$ cat config.mk
export PLATFORM = sky130hd
export DESIGN_NAME = tpin_ctrl
export DESIGN_NICKNAME = d
export VERILOG_FILES = /design/src/rtl/tpin_pkg.sv /design/src/rtl/tpin_sync.sv /design/src/rtl/tpin_regs.sv /design/src/rtl/tpin_drive.sv /design/src/rtl/tpin_ctrl.sv
export SDC_FILE = /design/constraint.sdc
export NUM_CORES = 1
export LEC_CHECK = 0
export ABC_AREA = 1
export ABC_CLOCK_PERIOD_IN_PS = 910
export BUFFER_PORTS_ARGS = -buffer_cell sky130_fd_sc_hd__buf_2
export CORE_UTILIZATION = 37
export CTS_BUF_LIST = sky130_fd_sc_hd__clkbuf_4
export DETAILED_ROUTE_END_ITERATION = 12
export GPL_TIMING_DRIVEN = 0
export PLACE_DENSITY = 0.85
export SYNTH_ARGS = -nofsm -noshare
export SYNTH_HDL_FRONTEND = slang
export SYNTH_SLANG_ARGS = --single-unit
$ cat constraint.sdc
create_clock -name clk -period 0.91 [get_ports clk]
set_input_delay 0.182 -clock clk [delete_from_list [all_inputs] [get_ports clk]]
set_output_delay 0.182 -clock clk [all_outputs]
set_load 0.1 [all_outputs]
$ cat src/rtl/tpin_pkg.sv
package tpin_pkg;

    localparam int DATA_W    = 32;
    localparam int EVT_W     = 4;
    localparam int LEVEL_BIT = 8;
    localparam logic [DATA_W-1:0] MODE_MASK = 32'h0003_0337;

    typedef enum logic [2:0] {
        PF_OFF     = 3'd0,
        PF_CAPTURE = 3'd1,
        PF_COMPARE = 3'd2,
        PF_PWM     = 3'd3,
        PF_GPIO    = 3'd4
    } pin_func_e;

    typedef struct packed {
        logic [1:0] edge_sel;
        logic       od;
        logic       ien;
        logic [1:0] drive;
        logic [2:0] msel;
    } mode_t;

    function automatic pin_func_e decode_func(input logic [2:0] sel);
        pin_func_e f;
        unique case (sel)
            3'd1:    f = PF_CAPTURE;
            3'd2:    f = PF_COMPARE;
            3'd3:    f = PF_PWM;
            3'd4:    f = PF_GPIO;
            default: f = PF_OFF;
        endcase
        return f;
    endfunction

endpackage

$ cat src/rtl/tpin_sync.sv
module tpin_sync #(
    parameter int STAGES = 2
) (
    input  logic clk,
    input  logic rst_n,
    input  logic pin_in,
    output logic level,
    output logic rise,
    output logic fall
);
    logic [STAGES-1:0] chain_q;
    logic              prev_q;

    always_ff @(posedge clk or negedge rst_n) begin
        if (!rst_n) begin
            chain_q <= '0;
            prev_q  <= 1'b0;
        end else begin
            chain_q <= {chain_q[STAGES-2:0], pin_in};
            prev_q  <= chain_q[STAGES-1];
        end
    end

    assign level = chain_q[STAGES-1];
    assign rise  = level & ~prev_q;
    assign fall  = ~level & prev_q;

endmodule

$ cat src/rtl/tpin_regs.sv
module tpin_regs
    import tpin_pkg::*;
(
    input  logic              clk,
    input  logic              rst_n,
    input  logic              wr_en,
    input  logic              reg_sel,
    input  logic [DATA_W-1:0] wdata,
    input  logic              rise,
    input  logic              fall,
    input  logic              level,
    output mode_t             mode,
    output pin_func_e         func,
    output logic [EVT_W-1:0]  status,
    output logic [DATA_W-1:0] rdata
);
    logic [DATA_W-1:0] mode_q;
    logic [EVT_W-1:0]  status_q;
    logic [EVT_W-1:0]  set_vec;
    logic [EVT_W-1:0]  clr_vec;
    logic              hit;
    logic [DATA_W-1:0] stat_word;

    assign mode = mode_t'({mode_q[17:16], mode_q[9], mode_q[8],
                           mode_q[5:4], mode_q[2:0]});
    assign func = decode_func(mode.msel);

    always_comb begin
        set_vec = '0;
        hit     = 1'b0;
        unique case (func)
            PF_CAPTURE: begin
                hit        = (rise & mode.edge_sel[0]) | (fall & mode.edge_sel[1]);
                set_vec[0] = hit;
                set_vec[1] = rise;
                set_vec[2] = fall;
                set_vec[3] = hit & status_q[0];
            end
            default: ;
        endcase
    end

    assign clr_vec = (wr_en && reg_sel) ? wdata[EVT_W-1:0] : '0;

    always_ff @(posedge clk or negedge rst_n) begin
        if (!rst_n) begin
            mode_q   <= '0;
            status_q <= '0;
        end else begin
            if (wr_en && !reg_sel)
                mode_q <= wdata & MODE_MASK;
            status_q <= (status_q & ~clr_vec) | set_vec;
        end
    end

    always_comb begin
        stat_word            = '0;
        stat_word[EVT_W-1:0] = status_q;
        stat_word[LEVEL_BIT] = level;
    end

    assign rdata  = reg_sel ? stat_word : mode_q;
    assign status = status_q;

    assert_w1c_R10: assert property (@(posedge clk) disable iff (!rst_n)
        (wr_en && reg_sel && wdata[1] && !set_vec[1]) |=> !status_q[1]);

    assert_event_wins_R11: assert property (@(posedge clk) disable iff (!rst_n)
        set_vec[0] |=> status_q[0]);

    assert_rise_capture_R8: assert property (@(posedge clk) disable iff (!rst_n)
        (func == PF_CAPTURE && rise) |=> status_q[1]);

endmodule

$ cat src/rtl/tpin_drive.sv
module tpin_drive
    import tpin_pkg::*;
(
    input  logic      clk,
    input  logic      rst_n,
    input  pin_func_e func,
    input  mode_t     mode,
    output logic      pin_out,
    output logic      pin_oe
);
    always_comb begin
        pin_out = 1'b0;
        pin_oe  = 1'b0;
        unique case (func)
            PF_GPIO: begin
                if (mode.drive == 2'b10) begin
                    pin_oe = 1'b1;
                end else if (mode.drive == 2'b11) begin
                    pin_oe  = ~mode.od;
                    pin_out = ~mode.od;
                end
            end
            default: ;
        endcase
    end

    assert_tristate_R5: assert property (@(posedge clk) disable iff (!rst_n)
        (func != PF_GPIO) |-> (!pin_oe && !pin_out));

endmodule

$ cat src/rtl/tpin_ctrl.sv
module tpin_ctrl
    import tpin_pkg::*;
#(
    parameter int SYNC_STAGES = 2
) (
    input  logic              clk,
    input  logic              rst_n,
    input  logic              wr_en,
    input  logic              reg_sel,
    input  logic [DATA_W-1:0] wdata,
    output logic [DATA_W-1:0] rdata,
    input  logic              pin_in,
    output logic              pin_out,
    output logic              pin_oe,
    output logic              irq
);
    logic             level, rise, fall;
    mode_t            mode;
    pin_func_e        func;
    logic [EVT_W-1:0] status;

    tpin_sync #(.STAGES(SYNC_STAGES)) u_sync (
        .clk(clk), .rst_n(rst_n), .pin_in(pin_in),
        .level(level), .rise(rise), .fall(fall)
    );

    tpin_regs u_regs (
        .clk(clk), .rst_n(rst_n), .wr_en(wr_en), .reg_sel(reg_sel),
        .wdata(wdata), .rise(rise), .fall(fall), .level(level),
        .mode(mode), .func(func), .status(status), .rdata(rdata)
    );

    tpin_drive u_drive (
        .clk(clk), .rst_n(rst_n), .func(func), .mode(mode),
        .pin_out(pin_out), .pin_oe(pin_oe)
    );

    assign irq = mode.ien & (|status);

    assert_irq_gate_R12: assert property (@(posedge clk) disable iff (!rst_n)
        (rdata == rdata) && !mode.ien |-> !irq);

endmodule

Word level (Yosys, flattened, before mapping)
Index checks and enable logic that the tools add are counted.

storage, ports and cells
  bits in registers = 16

operators by class
  muxes and demuxes = 9
  reductions and logical operators = 4
  equal/unequal tests = 8
  bitwise gates (word level) = 13

operators with widths
  operator            count
  $mux 18             1
  $pmux 3 s4          1
  $mux 4              2
  $and 1x1->1         6
  $eq 3x1->1 const B  2
  $eq 3x2->1 const B  2
  $eq 3x3->1 const B  2
  $mux 1              5
  $and 4x4->4         1
  $eq 2x2->1 const B  2
  $not 4->4           1
  $or 4x4->4          1
  $reduce_or 4->1     1
  $not 1->1           3
  $logic_and 1x1->1   2
  $logic_not 1->1     1
  $or 1x1->1          1

Longest topological paths before layout
Gate-level depths: netlist of run 1.

  word-level depth = 7
  gate-level depth with buffers = 6

Cells and area by module
Synthesis of run 1 repeated with hierarchy kept, for this count alone.

second synthesis, totals
  cell total of the unflattened synthesis = 127
  area total of the unflattened synthesis = 949.7 um2

modules (own cells, without submodules)
  module      instances  cells each  seq. area each (um2)  area each (um2)
  tpin_regs   1          108         325.3                 807.0
  tpin_sync   1          7           75.1                  90.1
  tpin_drive  1          8           0.0                   36.3
  tpin_ctrl   1          4           0.0                   16.3

Least setup slack after synthesis of run 1
Ideal clock, no wire load.

  path type = register to output
  start point = register u_regs.mode_q[2]
  end point = output port rdata[2]
  buffers on the path = 0
  path slack = -1.787 ns
  cell stages (with the launch flop) = 3
  arrival = 2.515 ns
  cell sequence = dfrtp_1 -> inv_1 -> o21ai_0

on the way
  cells in the longest elaborated chain, start to end = 1

RTL lines
  element                 RTL line         text
  start, declared         tpin_regs.sv:17  logic [DATA_W-1:0] mode_q;
  start signal, assigned  tpin_regs.sv:51  mode_q <= wdata & MODE_MASK;
  $mux 18                 tpin_regs.sv:62  assign rdata = reg_sel ? stat_word : mode_q;
  end, declared           tpin_ctrl.sv:11  output logic [DATA_W-1:0] rdata,

No other way between the ends.

Worst setup path after layout of run 1
  start point = register u_regs.mode_q[9]
  end point = output port pin_out

on the way
  cells in the longest elaborated chain, start to end = 4

RTL lines
  element        RTL line          text
  $not 1->1      tpin_drive.sv:20  pin_out = ~mode.od;
  $mux 1         tpin_drive.sv:18  end else if (mode.drive == 2'b11) begin
  $mux 1         tpin_drive.sv:16  if (mode.drive == 2'b10) begin
  $mux 1         tpin_drive.sv:14  unique case (func)
  end, declared  tpin_ctrl.sv:13   output logic pin_out,

No other way between the ends.

==> results of run 1 <==
## area by class of cell
class                      count  area, um^2
timing repair buffer          41       462.9
buffer                        25       220.2
clock buffer                   3       22.52
sequential                    16       401.6
clock inverter                 1       3.754
multi-input combinational     82       539.3
inverter                      16       66.31
fill                         185       723.2
tap                           30       37.54
## power breakdown
group | leakage, nW | internal [mW] | switching (mW)
Combinational | 0.693 | 0.685 | 1.37
Sequential | 0.187 | 0.810 | 0.0957
Clock | 0.0154 | 0.159 | 0.202
## routing by layer
layer	part of all wire	GRT usage	wire length (um)	vias up
met5	0	0	0	-
met4	0	0.03947	0	0
met2	0.53	0.3523	1215	44
li1	-	-	-	451
met3	0.077	0.03448	177	0
met1	0.40	0.2149	910	387
## repair_timing
item,CTS,global route
setup endpoints to repair,17,18
hold buffers,2,0
gates resized for setup,59,5
endpoints found under the hold margin,17,0
buffers inserted,10,4
pin swaps,10,6
## sequential cells by signal, indices dropped and copies added (netlist names)
register,flops
u_sync.chain_q,2
u_sync.prev_q,1
u_regs.mode_q,9
u_regs.status,4
## per-stage QoR
stage | util | setup slack [ns] | total power, mW
after floorplan | - | -0.3479 | 2.331
final | 0.7081 | -0.4864 | 3.323
after detailed placement | 0.5535 | -0.4032 | 2.507
after global placement | 0.5535 | -0.3947 | 2.477
after CTS | 0.6874 | -0.4774 | 3.266
after global routing | 0.7081 | -0.5472 | 3.484
## worst paths after layout
check,slack [ns],to,from,cells after the start
max,-0.49,pin_out,u_regs.mode_q[9],4
min,0.15,u_regs.mode_q[4],wdata[4],3
max reg2reg,-0.06,u_regs.status[3],u_regs.mode_q[2],5
min reg2reg,0.37,u_sync.chain_q[1],u_sync.chain_q[0],0
max in group asynchronous,0.30,u_regs.status[3],rst_n,2
min in group asynchronous,0.33,u_regs.mode_q[17],rst_n,2
## cells by family after synthesis
group	after synthesis	synth area share
AOI/OAI and AO/OA	18	0.1284
buffers and inverters	41	0.2685
and+or+nand+nor	42	0.1842
other	1	0.003887
DFF	16	0.4150
## layout by cell type, fill, tap and decap left out, types with 3 or more instances in the layout
cell | Yosys | routed
o21ai_2 | 3 | 4
buf_12 | 0 | 16
o21ai_0 | 8 | 3
dfrtp_1 | 16 | 15
o21ai_4 | 0 | 4
inv_1 | 15 | 6
nand3_1 | 8 | 6
nand2_1 | 16 | 13
conb_1 | 1 | 22
a21oi_2 | 6 | 6
nand2_2 | 1 | 3
nor2_4 | 0 | 8
buf_4 | 22 | 32
nor2_1 | 16 | 6
inv_2 | 0 | 8
buf_2 | 1 | 13
clkbuf_4 | 0 | 3
## worst max-delay path: stages (launching register included)
cell	delay (ns)
dfrtp_1	0.38
inv_2	0.12
nand3_2	0.10
nor2_4	0.15
buf_12	0.18
==> metrics.cfg, run 1 <==
[yosys]
synthFlopType=dfrtp_1
synth-async-reset-ratio=1.000
synth.most_common_cell=buf_4
ys_ff_latch=16
yosysWarnings=0
ys_seq_area_frac=0.4150
synth_area_leaders=dfrtp_1 (42%), buf_4 (17%), nand2_1 (6.2%)
yosys.area.top_type_share=0.4150
synth_edf_count=0
postSynthAreaPerCell_um2=8.175
syn_inst=118
synthesis.area_um2=964.7
post-synth-top-area-cell=dfrtp_1
synth.distinct_cells=17
netlist_top_cells_count=buf_4 (22), dfrtp_1 (16), nand2_1 (16), nor2_1 (16), inv_1 (15)

[run]
drv_cap=0

[clock_tree]
clkTransAtPathRegs_ns=0.08
insertion_delay_ns=0.27
cts_tree=done
cts.sink_count=16
root_buffer=clkbuf_4
clock_path_buffers=2
htree_num_levels=1
numCtsBuffers=3

[floorplanning]
num_rows=18
initial_core_util=0.3894
fp.dieW_um=53.06
num_io_pins=72
dieArea_um2=2815
die_h_um=53.06
core_um2=2477

[worst_setup_path]
start_kind=flip-flop
arrival_ns=1.21
critPathCaptureType=output pin
crit_fanout=4
crit_required_ns=0.73
crit_type=reg -> out

[route]
drt_iter0_drc=8
wire_per_inst_um=10.76
num_vias=882
wl_um=2303
dr.pass1.iters=4
drcViolationCount=0
via_per_inst=4.121
ant_nets=0

[final_layout]
final_cell_area_um2=1754
fin_nets=222
syn2layout_area_growth_pct=81.84
drive_gt1_frac=0.5978
fin_cells=214
antenna_cells=0

[run_status]
status=finished with violations
violations=negative setup slack

[placed_design]
dp_cells=195
dp_hpwl_um=1585
gp_congestion=0.8266
placed_area_um2=1371
portBuffers=26

[timing]
hold_viol=0
fin_ws_ns=-0.4864
fmax_ghz=0.7161
period_share=1.534
clock_skew_ns=0.002863
fin_tns_setup_ns=-4.839
setup_viol=17
rsz0062_at_grt=true
slew_violations=0
period_minus_slack_ns=1.396
fin_hold_ws_ns=0.1476

[power]
p_leak_nw=0.8955
power_density_nw_per_um2=1894
ir_drop_uv=1527

[grt]
grt.overflow.total=0
grt_pass1_wl_um=3677
grt_max_degree=17
grt_usage=0.1867
grt_pass1_vias=844
antenna_found_initial=0

[hold_path]
min_path_type=in -> reg

Note: power is estimated with default switching activity, not from simulation.
==> run 2, diff against run 1 <==
--- a/config.mk
+++ b/config.mk
@@ -12,7 +12,7 @@
 export CTS_BUF_LIST = sky130_fd_sc_hd__clkbuf_4
 export DETAILED_ROUTE_END_ITERATION = 12
 export GPL_TIMING_DRIVEN = 0
-export PLACE_DENSITY = 0.85
+export PLACE_DENSITY_LB_ADDON = 0.3
 export SYNTH_ARGS = -nofsm -noshare
 export SYNTH_HDL_FRONTEND = slang
 export SYNTH_SLANG_ARGS = --single-unit
==> metrics.cfg, run 2 (synthesized netlist as in run 1, its figures left out) <==
[run_status]
status=finished with violations
violations=negative setup slack

[route]
drt_iter0_drc=6  ; -2
ant_nets=0  ; unchanged
wire_per_inst_um=11.45  ; +6.4%
wl_um=2473  ; +7.4%
via_per_inst=4.356  ; +5.7%
num_vias=941  ; +6.7%
dr.pass1.iters=4  ; unchanged
drcViolationCount=0  ; unchanged

[placed_design]
gp_congestion=0.7894  ; -4.5%
portBuffers=26  ; unchanged
place_ws_ns=-0.3855  ; +0.01775 ns
dp_cells=195  ; unchanged
dp_hpwl_um=1588  ; +0.20%

[timing]
fin_tns_setup_ns=-5.195  ; -0.3563 ns
hold_viol=0  ; unchanged
period_share=1.553  ; +0.01861
period_minus_slack_ns=1.413  ; +0.01694 ns
clock_skew_ns=0.01128  ; +0.008420 ns
setup_viol=17  ; unchanged
fin_hold_ws_ns=0.1258  ; -0.02184 ns
fin_ws_ns=-0.5033  ; -0.01694 ns
slew_violations=0  ; unchanged
rsz0062_at_grt=true
fmax_ghz=0.7076  ; -1.2%

[clock_tree]
cts.sink_count=16  ; unchanged
cts_tree=done
htree_num_levels=1  ; unchanged
clock_path_buffers=2  ; unchanged
clkTransAtPathRegs_ns=0.10  ; +0.02 ns
root_buffer=clkbuf_4
numCtsBuffers=3  ; unchanged
insertion_delay_ns=0.29  ; +0.02 ns

[final_layout]
drive_gt1_frac=0.6237  ; +0.02583
fillers=183  ; -1.1%
post-route-util=0.7136  ; +0.005555
syn2layout_area_growth_pct=83.27
final_common_cell=buf_4
largest-register=u_regs.mode_q
multi_input_area_um2=544.3  ; +0.93%
largest_reg_flops=9  ; unchanged
register_area_um2=404.1  ; +0.62%
fin_nets=225  ; +1.4%
layout_common_cells=buf_4 (36), conb_1 (22), buf_12 (15)
antenna_cells=0  ; unchanged
fin_cells=216  ; +0.93%

[worst_setup_path]
cpPeakStageDelay_ns=0.41  ; +0.03 ns
reg2reg_depth=6  ; +1
crit_required_ns=0.73  ; about the same
start_kind=flip-flop
cp_top_family=flip-flops
crit_cells=4  ; unchanged
crit_fanout=2  ; -2
crit_type=reg -> out
critPathCaptureType=output pin
worstPathCellList=inv_2, nand3_4, nor2_4, buf_12
arrival_ns=1.23  ; +0.02 ns
slowest_stage=dfrtp_1
cp_num_buf_inv=2  ; unchanged

[floorplanning]
core_um2=2477  ; unchanged
num_io_pins=72  ; unchanged
dieArea_um2=2815  ; unchanged
die_h_um=53.06  ; unchanged
fp.dieW_um=53.06  ; unchanged
initial_core_util=0.3894  ; unchanged
num_rows=18  ; unchanged

[power]
power_density_nw_per_um2=1899  ; +0.27%
p_leak_nw=0.9015  ; +0.67%
ir_drop_uv=1467  ; -3.9%

[grt]
antenna_found_initial=0  ; unchanged
grt_usage=0.1983  ; +0.01160
grt.overflow.total=0  ; unchanged
grt_max_degree=17  ; unchanged
grt_pass1_vias=839  ; -0.59%
grt_pass1_wl_um=3912  ; +6.4%

[run]
drv_cap=0  ; unchanged

[hold_path]
min_path_type=in -> reg
min_path_cells=3  ; unchanged

run 2: changes by cell type in the layout (fill, tap and decap cells not counted), sizes merged:
cell / change
clkinv: -1
buf: +3
run 2: layout make-up:
| cell class | count | share of cell area |
|---|---|---|
| repair buffers | 44 | 0.2675 |
| inverters | 16 | 0.03751 |
| well taps | 30 | 0.02123 |
| multi-input cells | 82 | 0.3079 |
| clock buffers | 3 | 0.01274 |
| flip-flops and latches | 16 | 0.2286 |
| plain buffers | 25 | 0.1246 |
run 2: where the power goes:
part	total, mW	switching (mW)	internal [mW]
Sequential	0.920	0.107	0.813
Clock	0.377	0.223	0.154
Combinational	2.06	1.38	0.683
run 2: repair_timing:
item                                   CTS  global route
gates resized for setup                 59             9
hold buffers                             2             0
setup endpoints to repair               17            17
setup buffers                           11             5
endpoints found under the hold margin   17             0
pin swaps                               10             4
run 2: through the flow:
stage | power (mW) | cell area, um^2
after floorplan | 2.331 | 1204
after global placement | 2.483 | 1371
after detailed placement | 2.508 | 1371
after CTS | 3.260 | 1709
after global routing | 3.490 | 1768
final | 3.358 | 1768
run 2: layer usage:
metal  share of wire  routed length [um]  up-vias  GRT usage
li1                -                   -      459          -
met3           0.053                 132        7    0.02874
met5               0                   0        -          0
met4           0.025                  61        0     0.1140
met1            0.40                 987      436     0.2509
met2            0.52                1291       39     0.3186
run 2: path summary, 6_finish.rpt:
kind                       slack, ns                 to         startpoint
max in group asynchronous       0.28   u_regs.status[2]              rst_n
max reg2reg                    -0.04   u_regs.status[3]  u_sync.chain_q[1]
max                            -0.50             pin_oe   u_regs.mode_q[0]
min                             0.13  u_regs.mode_q[16]          wdata[16]
min in group asynchronous       0.32  u_regs.mode_q[16]              rst_n
min reg2reg                     0.36  u_sync.chain_q[1]  u_sync.chain_q[0]
run 2: worst reg2reg max path: stages, from the launching register on:
cell     delay (ns)
dfrtp_1        0.38
buf_4          0.14
inv_1          0.06
nand3_1        0.06
nand2_1        0.10
nand3_1        0.07
nand2_1        0.06
